===== src/rtl/tt_logic_pkg.sv =====
package tt_logic_pkg;
  localparam int FUNC_W = 4;
  localparam int SEL_W  = 2;
  typedef logic [FUNC_W-1:0] tt_func_t;

  localparam tt_func_t FN_CLEAR = 4'h0;
  localparam tt_func_t FN_SET   = 4'hF;
  localparam tt_func_t FN_PASSA = 4'hA;
  localparam tt_func_t FN_PASSB = 4'hC;
  localparam tt_func_t FN_AND   = 4'h8;
  localparam tt_func_t FN_OR    = 4'hE;
  localparam tt_func_t FN_XOR   = 4'h6;
  localparam tt_func_t FN_NAND  = 4'h7;
endpackage


===== src/rtl/tt_lane_mux.sv =====
module tt_lane_mux
  import tt_logic_pkg::*;
(
  input  tt_func_t code,
  input  logic     bit_a,
  input  logic     bit_b,
  output logic     q
);
  logic [SEL_W-1:0] sel;
  assign sel = {bit_b, bit_a};

  always_comb begin
    unique case (sel)
      2'b00:   q = code[0];
      2'b01:   q = code[1];
      2'b10:   q = code[2];
      default: q = code[3];
    endcase
  end
endmodule


===== src/rtl/tt_lane_array.sv =====
module tt_lane_array
  import tt_logic_pkg::*;
#(
  parameter int WIDTH = 8
) (
  input  tt_func_t         code,
  input  logic [WIDTH-1:0] a,
  input  logic [WIDTH-1:0] b,
  output logic [WIDTH-1:0] q
);
  for (genvar i = 0; i < WIDTH; i++) begin : g_lane
    tt_lane_mux u_mux (
      .code  (code),
      .bit_a (a[i]),
      .bit_b (b[i]),
      .q     (q[i])
    );
  end
endmodule


===== src/rtl/tt_out_stage.sv =====
module tt_out_stage #(
  parameter int PAY_W = 13,
  parameter bit PIPE  = 1'b1
) (
  input  logic             clk,
  input  logic             rst,
  input  logic             in_valid,
  output logic             in_ready,
  input  logic [PAY_W-1:0] in_pay,
  output logic             out_valid,
  input  logic             out_ready,
  output logic [PAY_W-1:0] out_pay
);
  if (PIPE) begin : g_reg
    logic             v_q;
    logic [PAY_W-1:0] p_q;

    assign in_ready = !v_q || out_ready;

    always_ff @(posedge clk) begin
      if (rst)           v_q <= 1'b0;
      else if (in_ready) v_q <= in_valid;
      if (in_valid && in_ready) p_q <= in_pay;
    end

    assign out_valid = v_q;
    assign out_pay   = p_q;
  end else begin : g_wire
    logic unused_clk;
    assign unused_clk = clk ^ rst;
    assign in_ready   = out_ready;
    assign out_valid  = in_valid;
    assign out_pay    = in_pay;
  end
endmodule


===== src/rtl/tt_logic_unit.sv =====
module tt_logic_unit
  import tt_logic_pkg::*;
#(
  parameter int WIDTH = 8,
  parameter bit PIPE  = 1'b1
) (
  input  logic             clk,
  input  logic             rst,
  input  logic             in_valid,
  output logic             in_ready,
  input  logic [WIDTH-1:0] op_a,
  input  logic [WIDTH-1:0] op_b,
  input  logic [3:0]       func,
  output logic [WIDTH-1:0] comb_result,
  output logic             out_valid,
  input  logic             out_ready,
  output logic [WIDTH-1:0] out_result,
  output logic [3:0]       out_func,
  output logic             out_zero
);
  localparam int PAY_W = WIDTH + FUNC_W + 1;

  logic [WIDTH-1:0] lane_q;
  logic             lane_zero;
  logic [PAY_W-1:0] pay_in, pay_out;

  tt_lane_array #(.WIDTH(WIDTH)) u_lanes (
    .code (func),
    .a    (op_a),
    .b    (op_b),
    .q    (lane_q)
  );

  assign lane_zero   = ~|lane_q;
  assign comb_result = lane_q;
  assign pay_in      = {lane_zero, func, lane_q};

  tt_out_stage #(.PAY_W(PAY_W), .PIPE(PIPE)) u_stage (
    .clk       (clk),
    .rst       (rst),
    .in_valid  (in_valid),
    .in_ready  (in_ready),
    .in_pay    (pay_in),
    .out_valid (out_valid),
    .out_ready (out_ready),
    .out_pay   (pay_out)
  );

  assign out_result = pay_out[WIDTH-1:0];
  assign out_func   = pay_out[WIDTH+FUNC_W-1:WIDTH];
  assign out_zero   = pay_out[PAY_W-1];
endmodule


===== config.mk =====
export PLATFORM = sky130hd
export DESIGN_NAME = tt_logic_unit
export DESIGN_NICKNAME = d
export VERILOG_FILES = /design/src/rtl/tt_logic_pkg.sv /design/src/rtl/tt_lane_mux.sv /design/src/rtl/tt_lane_array.sv /design/src/rtl/tt_out_stage.sv /design/src/rtl/tt_logic_unit.sv
export SDC_FILE = /design/constraint.sdc
export NUM_CORES = 1
export LEC_CHECK = 0
export ABC_CLOCK_PERIOD_IN_PS = 1900
export CORE_MARGIN = 8
export CORE_UTILIZATION = 34
export CTS_CLUSTER_DIAMETER = 150
export DETAILED_ROUTE_END_ITERATION = 10
export PLACE_DENSITY = 0.76
export SLEW_MARGIN = 40
export SYNTH_ARGS = -nofsm -noshare
export SYNTH_HDL_FRONTEND = slang
export SYNTH_SLANG_ARGS = --single-unit

===== constraint.sdc =====
create_clock -name clk -period 1.9 [get_ports clk]
set_input_delay 0.38 -clock clk [delete_from_list [all_inputs] [get_ports clk]]
set_output_delay 0.38 -clock clk [all_outputs]
set_load 0.01 [all_outputs]

==> flow_summary_export.csv, run 1 <==
group,metric,value,unit
status,run_status,"finished, final reports clean",
floorplanning,die_area,0.00379,mm2
global_route,grt_start_max_net_pins,14,
finish,final_stage_net_count,111,
pwr,power.ir.vdd_worst,367,uV
cts,cts_tree,"built",
pwr,power.share.clock,0.222,
yosys,mappedNetlistArea,706,um2
timing,drv_slew,0,
routing,detail-route-antenna-nets,0,
yosys,yosysSeqAreaShare,0.582,
setup_path,cp-end-kind,"register",
finish,final_common_cell,"sky130_fd_sc_hd__clkdlybuf4s50_1",
cts,cts.htree.levels,1,
pwr,power.switching_fraction,0.236,
yosys,number_of_different_library_cells_in_the_post_synthesis_netlist,11,
global_route,grt_first_pass_wirelength,2880,um
setup_path,worstPathArrival,1.98,ns
routing,final_routed_drc_violation_total,0,
timing,grt_setup_unrepaired,"no",
yosys,syn_avg_cell_area,19.1,um2
routing,vias,523,
cts,tritoncts.num_buffers,3,
routing,drt-wirelength-per-cell,16.6,um
hold_path,min-delay-path-class,"reg -> reg",
timing,setup-violations-final,0,
global_route,grt_overflow_total,0,
timing,finalClockSkew,0.00300,ns
floorplanning,floorplan.initialDensity,0.360,
finish,area_added_between_synthesis_and_finish,69.5,%
finish,antenna_cells_inserted,0,
timing,timing.slew.headroom,0.820,
setup_path,critPathRequiredTime,2.04,ns
finish,fillerInstances,175,
routing,route.detailed.vias_per_inst,4.63,
timing,tightestPinTransition,0.269,ns
cts,clockBufferDepth,2,
floorplanning,ioPinCount,47,
cts,clock-sinks,14,
timing,final_report_hold_violation_count,0,
timing,period_needed,1.84,ns
floorplanning,floorplan.die.height,61.6,um
finish,post_route_cell_area,0.00120,mm2
cts,clkTransAtPathRegs,0.08,ns
pwr,p_seq_frac,0.481,
cts,worst_skew_pair.late_latency,0.27,ns
yosys,synth_cells,37,
pwr,power.density,641,mW/mm2
placed_design,gpl.final_weighted_congestion,0.703,
timing,fmax,543,MHz
finish,most-common-layout-cells,"25 x sky130_fd_sc_hd__clkdlybuf4s50_1, 13 x sky130_fd_sc_hd__dlygate4sd2_1, 13 x sky130_fd_sc_hd__edfxtp_1",
global_route,grt_antenna_before_repair,0,
finish,layoutNonFillerInstCount,113,
global_route,first_global_vias,556,
setup_path,worst_setup_path_start_kind,"input port",
flow_run,cap_violations,0,
routing,detail_route.iter0.violations,8,
placed_design,placedInstanceArea,0.00115,mm2
placed_design,numPlacedInstances,104,
pwr,intPower,0.000586,W
yosys,postSynthRegisterBits,14,
timing,timing.final.crit_share,0.969,
global_route,grtUsageTotal,0.107,
finish,drive_above_1_share,0.337,
routing,route.final.wire_length,1880,um
floorplanning,core_region_area,0.00196,mm2
yosys,synth.net_count,61,
pwr,p_switching,0.000181,W
yosys,ys_warn_count,0,
floorplanning,fp.dieW,61.6,um
pwr,power_leakage,0.459,nW
pwr,power_frac_comb,0.297,
routing,drt_pass1_iterations,4,
setup_path,cp_max_fo,9,
pwr,design_power_total,0.000767,W
placed_design,port_buffers,46,
floorplanning,floorplan.rows,16,
setup_path,critPathKind,"in -> reg",
cts,cts.root.buffer_cell,"sky130_fd_sc_hd__clkbuf_4",
cts,postCtsHoldBufs,0,
==> sequential cells by signal, summed over array words and instances, names as in the netlist <==
signal             count
u_stage.out_valid      1
u_stage.out_pay       13
==> layout make-up <==
cell class / count / area (um2) / share of cell area
clock buffer: 4 / 26.3 / 0.0220
inverter: 1 / 3.75 / 0.00314
multi-input combinational: 14 / 226 / 0.189
sequential: 14 / 410 / 0.343
tap: 27 / 33.8 / 0.0282
timing repair buffer: 53 / 495 / 0.414
==> stage by stage <==
step	hold slack, ns	utilization	setup TNS (ns)	setup slack (ns)
floorplan	0.449	-	0	0.272
global placement	0.493	0.589	-4.30	-0.512
detailed placement	0.528	0.589	-4.45	-0.535
CTS	0.535	0.610	0	0.0608
global route	0.564	0.610	0	0.0539
finish	0.526	0.610	0	0.0595
==> synthesized netlist by cell type <==
| cell type | count | area [um2] |
|---|---|---|
| sky130_fd_sc_hd__a21oi_1 | 1 | 5.00 |
| sky130_fd_sc_hd__and2_1 | 1 | 6.26 |
| sky130_fd_sc_hd__buf_4 | 8 | 60.1 |
| sky130_fd_sc_hd__dfxtp_1 | 1 | 20.0 |
| sky130_fd_sc_hd__edfxtp_1 | 13 | 390 |
| sky130_fd_sc_hd__inv_1 | 1 | 3.75 |
| sky130_fd_sc_hd__mux4_1 | 4 | 105 |
| sky130_fd_sc_hd__mux4_2 | 4 | 90.1 |
| sky130_fd_sc_hd__nand2b_1 | 1 | 6.26 |
| sky130_fd_sc_hd__nor2_1 | 1 | 3.75 |
| sky130_fd_sc_hd__or4_1 | 2 | 15.0 |
==> repair_timing <==
item	in CTS	in global routing
gates resized for setup	59	0
endpoints found under the setup margin	10	0
setup buffers	5	0
==> worst max-delay path, stage by stage <==
cell                            delay [ns]
sky130_fd_sc_hd__dlygate4sd2_1        0.32
sky130_fd_sc_hd__mux4_2               0.53
sky130_fd_sc_hd__buf_6                0.14
sky130_fd_sc_hd__or4_4                0.51
sky130_fd_sc_hd__nor2_2               0.12
==> power by group through the flow <==
stage               clock (W)  combinational (W)  sequential [W]
finish               0.000170           0.000228        0.000369
global route         0.000188           0.000242        0.000371
CTS                  0.000173           0.000231        0.000369
detailed placement          0           0.000218        0.000377
global placement            0           0.000213        0.000375
floorplan                   0          0.0000783        0.000389
==> final timing paths <==
check	slack (ns)	startpoint	cells past startpoint	end
setup reg to reg	0.85	u_stage.out_valid	3	u_stage.out_pay[8]
hold reg to reg	0.53	u_stage.out_valid	2	u_stage.out_valid
hold / removal	0.53	u_stage.out_valid	2	u_stage.out_valid
setup / recovery	0.06	func[3]	5	u_stage.out_pay[12]
==> kinds of logic after synthesis <==
logic type | Yosys count | synth area share
compound gates | 1 | 0.00709
buf+inv | 9 | 0.0904
flops | 14 | 0.582
mux | 8 | 0.277
simple gates | 5 | 0.0443
==> routing by layer <==
metal | share of wire | vias up | track usage | wire (um)
li1 | - | 245 | - | -
met1 | 0.37 | 244 | 0.116 | 704
met2 | 0.56 | 30 | 0.191 | 1050
met3 | 0.046 | 4 | 0.0146 | 86
met4 | 0.020 | 0 | 0.0682 | 38
met5 | 0 | - | 0 | 0
Power figures use the tool's default switching activity.
==> run 2: changes to the inputs <==
--- a/config.mk
+++ b/config.mk
@@ -11,6 +11,7 @@
 export CTS_CLUSTER_DIAMETER = 150
 export DETAILED_ROUTE_END_ITERATION = 10
 export PLACE_DENSITY = 0.76
+export RECOVER_POWER = 50
 export SLEW_MARGIN = 40
 export SYNTH_ARGS = -nofsm -noshare
 export SYNTH_HDL_FRONTEND = slang
==> flow_summary_export.csv, run 2 (synthesis results as in run 1) <==
group,metric,value,unit
setup_path,critPathKind,"in -> reg",
timing,period_needed,1.84,ns
timing,drv_slew,0,
timing,finalClockSkew,0.00541,ns
finish,most-common-layout-cells,"24 x sky130_fd_sc_hd__clkdlybuf4s50_1, 13 x sky130_fd_sc_hd__dlygate4sd2_1, 13 x sky130_fd_sc_hd__edfxtp_1",
placed_design,post-place-ws,-0.535,ns
global_route,grt_busiest_layer,"met2",
finish,largest_register_ffs,13,
setup_path,cp_max_fo,9,
placed_design,numPlacedInstances,104,
finish,final_common_cell,"sky130_fd_sc_hd__clkdlybuf4s50_1",
pwr,p_switching,0.000178,W
routing,final_routed_drc_violation_total,0,
pwr,power_leakage,0.449,nW
pwr,power.share.clock,0.222,
placed_design,gpl.final_weighted_congestion,0.703,
placed_design,port_buffers,46,
status,run_status,"finished, final reports clean",
pwr,design_power_total,0.000758,W
setup_path,worst_setup_path_start_kind,"input port",
setup_path,timing.critical_path.from,"func[3]",
floorplanning,ioPinCount,47,
setup_path,worstPathArrival,1.98,ns
routing,detail_route.iter0.violations,1,
floorplanning,core_region_area,0.00196,mm2
finish,final_stage_net_count,111,
floorplanning,die_area,0.00379,mm2
pwr,intPower,0.000580,W
cts,clkTransAtPathRegs,0.08,ns
global_route,global_route.usage.met2,0.191,
timing,timing.final.crit_share,0.966,
cts,clockBufferDepth,2,
floorplanning,fp.dieW,61.6,um
pwr,power.density,641,mW/mm2
cts,cts.root.buffer_cell,"sky130_fd_sc_hd__clkbuf_4",
timing,final_report_hold_violation_count,0,
cts,cts_tree,"built",
pwr,power.ir.vdd_worst,361,uV
global_route,grt_util_met3,0.0146,
finish,area_added_between_synthesis_and_finish,67.6,%
routing,drt_pass1_iterations,4,
global_route,grt_antenna_before_repair,0,
floorplanning,floorplan.die.height,61.6,um
pwr,power.switching_fraction,0.235,
finish,antenna_cells_inserted,0,
routing,route.detailed.vias_per_inst,4.56,
cts,cts.htree.levels,1,
floorplanning,floorplan.initialDensity,0.360,
global_route,global_routing_met1_resource_utilization,0.116,
timing,fmax,545,MHz
global_route,grt_start_max_net_pins,14,
flow_run,cap_violations,0,
setup_path,critical_path.reg2reg.startpoint,"u_stage.out_valid",
floorplanning,floorplan.rows,16,
cts,tritoncts.num_buffers,3,
hold_path,worst_hold_path_startpoint,"u_stage.out_valid",
routing,detail-route-antenna-nets,0,
setup_path,critPathRequiredTime,2.04,ns
routing,vias,515,
cts,worst_skew_pair.late_latency,0.27,ns
global_route,grt_overflow_total,0,
global_route,grtUsageTotal,0.107,
cts,clock-sinks,14,
timing,holdWs,0.527,ns
hold_path,min-delay-path-class,"reg -> reg",
routing,drt-wirelength-per-cell,16.6,um
setup_path,cp-end-kind,"register",
finish,fillerInstances,180,
timing,tightestPinTransition,0.316,ns
timing,setup-violations-final,0,
global_route,grt_first_pass_wirelength,2880,um
timing,grt_setup_unrepaired,"no",
global_route,first_global_vias,556,
timing,timing.slew.headroom,0.790,
routing,route.final.wire_length,1880,um
finish,layoutNonFillerInstCount,113,
timing,post-route-worst-setup-slack,0.0649,ns
finish,drive_above_1_share,0.314,
pwr,power_frac_comb,0.291,
pwr,p_seq_frac,0.487,
run 2: changes by cell type in the layout (fill, tap and decap cells not counted):
cell,previous run,this run
sky130_fd_sc_hd__and2_1,1,0
sky130_fd_sc_hd__clkbuf_1,1,3
sky130_fd_sc_hd__and2_0,0,1
sky130_fd_sc_hd__buf_4,5,1
sky130_fd_sc_hd__buf_6,7,6
sky130_fd_sc_hd__clkbuf_4,3,5
sky130_fd_sc_hd__clkdlybuf4s50_1,25,24
sky130_fd_sc_hd__dlygate4sd3_1,0,1
sky130_fd_sc_hd__clkbuf_2,0,1
run 2: final timing paths:
check / end / cells after the start / slack (ns)
hold reg to reg: u_stage.out_valid / 2 / 0.53
setup / recovery: u_stage.out_pay[12] / 5 / 0.06
setup reg to reg: u_stage.out_pay[3] / 3 / 0.73
hold / removal: u_stage.out_valid / 2 / 0.53
run 2: area by class of cell:
type	count	area [um2]	area share
timing repair buffer	53	482	0.407
sequential	14	410	0.347
multi-input combinational	14	226	0.192
tap	27	33.8	0.0286
clock buffer	4	26.3	0.0222
inverter	1	3.75	0.00317
run 2: critical path, cell delays in order:
cell and delay [ns]:
sky130_fd_sc_hd__dlygate4sd2_1 0.32, sky130_fd_sc_hd__mux4_2 0.52, sky130_fd_sc_hd__buf_6 0.14, sky130_fd_sc_hd__or4_4 0.50, sky130_fd_sc_hd__nor2_2 0.11
run 2: repair_timing:
action | 4_1_cts | 5_1_grt
hold endpoints to repair | 0 | 0
gates resized for setup | 59 | 0
setup buffers | 5 | 0
endpoints found under the setup margin | 10 | 0
hold buffers | 0 | 0
run 2: through the flow:
| stage | area [um2] | setup TNS [ns] | utilization |
|---|---|---|---|
| floorplan | 706 | 0 | - |
| global placement | 1150 | -4.30 | 0.589 |
| detailed placement | 1150 | -4.45 | 0.589 |
| CTS | 1200 | 0 | 0.610 |
| global route | 1180 | 0 | 0.603 |
| finish | 1180 | 0 | 0.603 |
run 2: metal layers:
| metal | share of wire | wire length (um) |
|---|---|---|
| met2 | 0.56 | 1050 |
| met4 | 0.020 | 38 |
| met5 | 0 | 0 |
| met3 | 0.037 | 70 |
| met1 | 0.38 | 718 |
run 2: power groups by stage:
stage / Sequential, W / Clock (W) / Combinational, W
2_1_floorplan: 0.000389 / 0 / 0.0000783
3_3_place_gp: 0.000375 / 0 / 0.000213
3_5_place_dp: 0.000377 / 0 / 0.000218
4_1_cts: 0.000369 / 0.000173 / 0.000231
5_1_grt: 0.000371 / 0.000188 / 0.000235
6_report: 0.000369 / 0.000168 / 0.000221
==> run 3: changes to the inputs <==
--- a/config.mk
+++ b/config.mk
@@ -10,6 +10,7 @@
 export CORE_UTILIZATION = 34
 export CTS_CLUSTER_DIAMETER = 150
 export DETAILED_ROUTE_END_ITERATION = 10
+export MAX_ROUTING_LAYER = met4
 export PLACE_DENSITY = 0.76
 export RECOVER_POWER = 50
 export SLEW_MARGIN = 40
==> results of run 3 <==
Final layout, timing and power as in run 2 (identical DEF).
Main changes from that run: final weighted congestion in routability-driven placement 0.703 -> 0.711; overall routing resource usage 0.107 -> 0.110
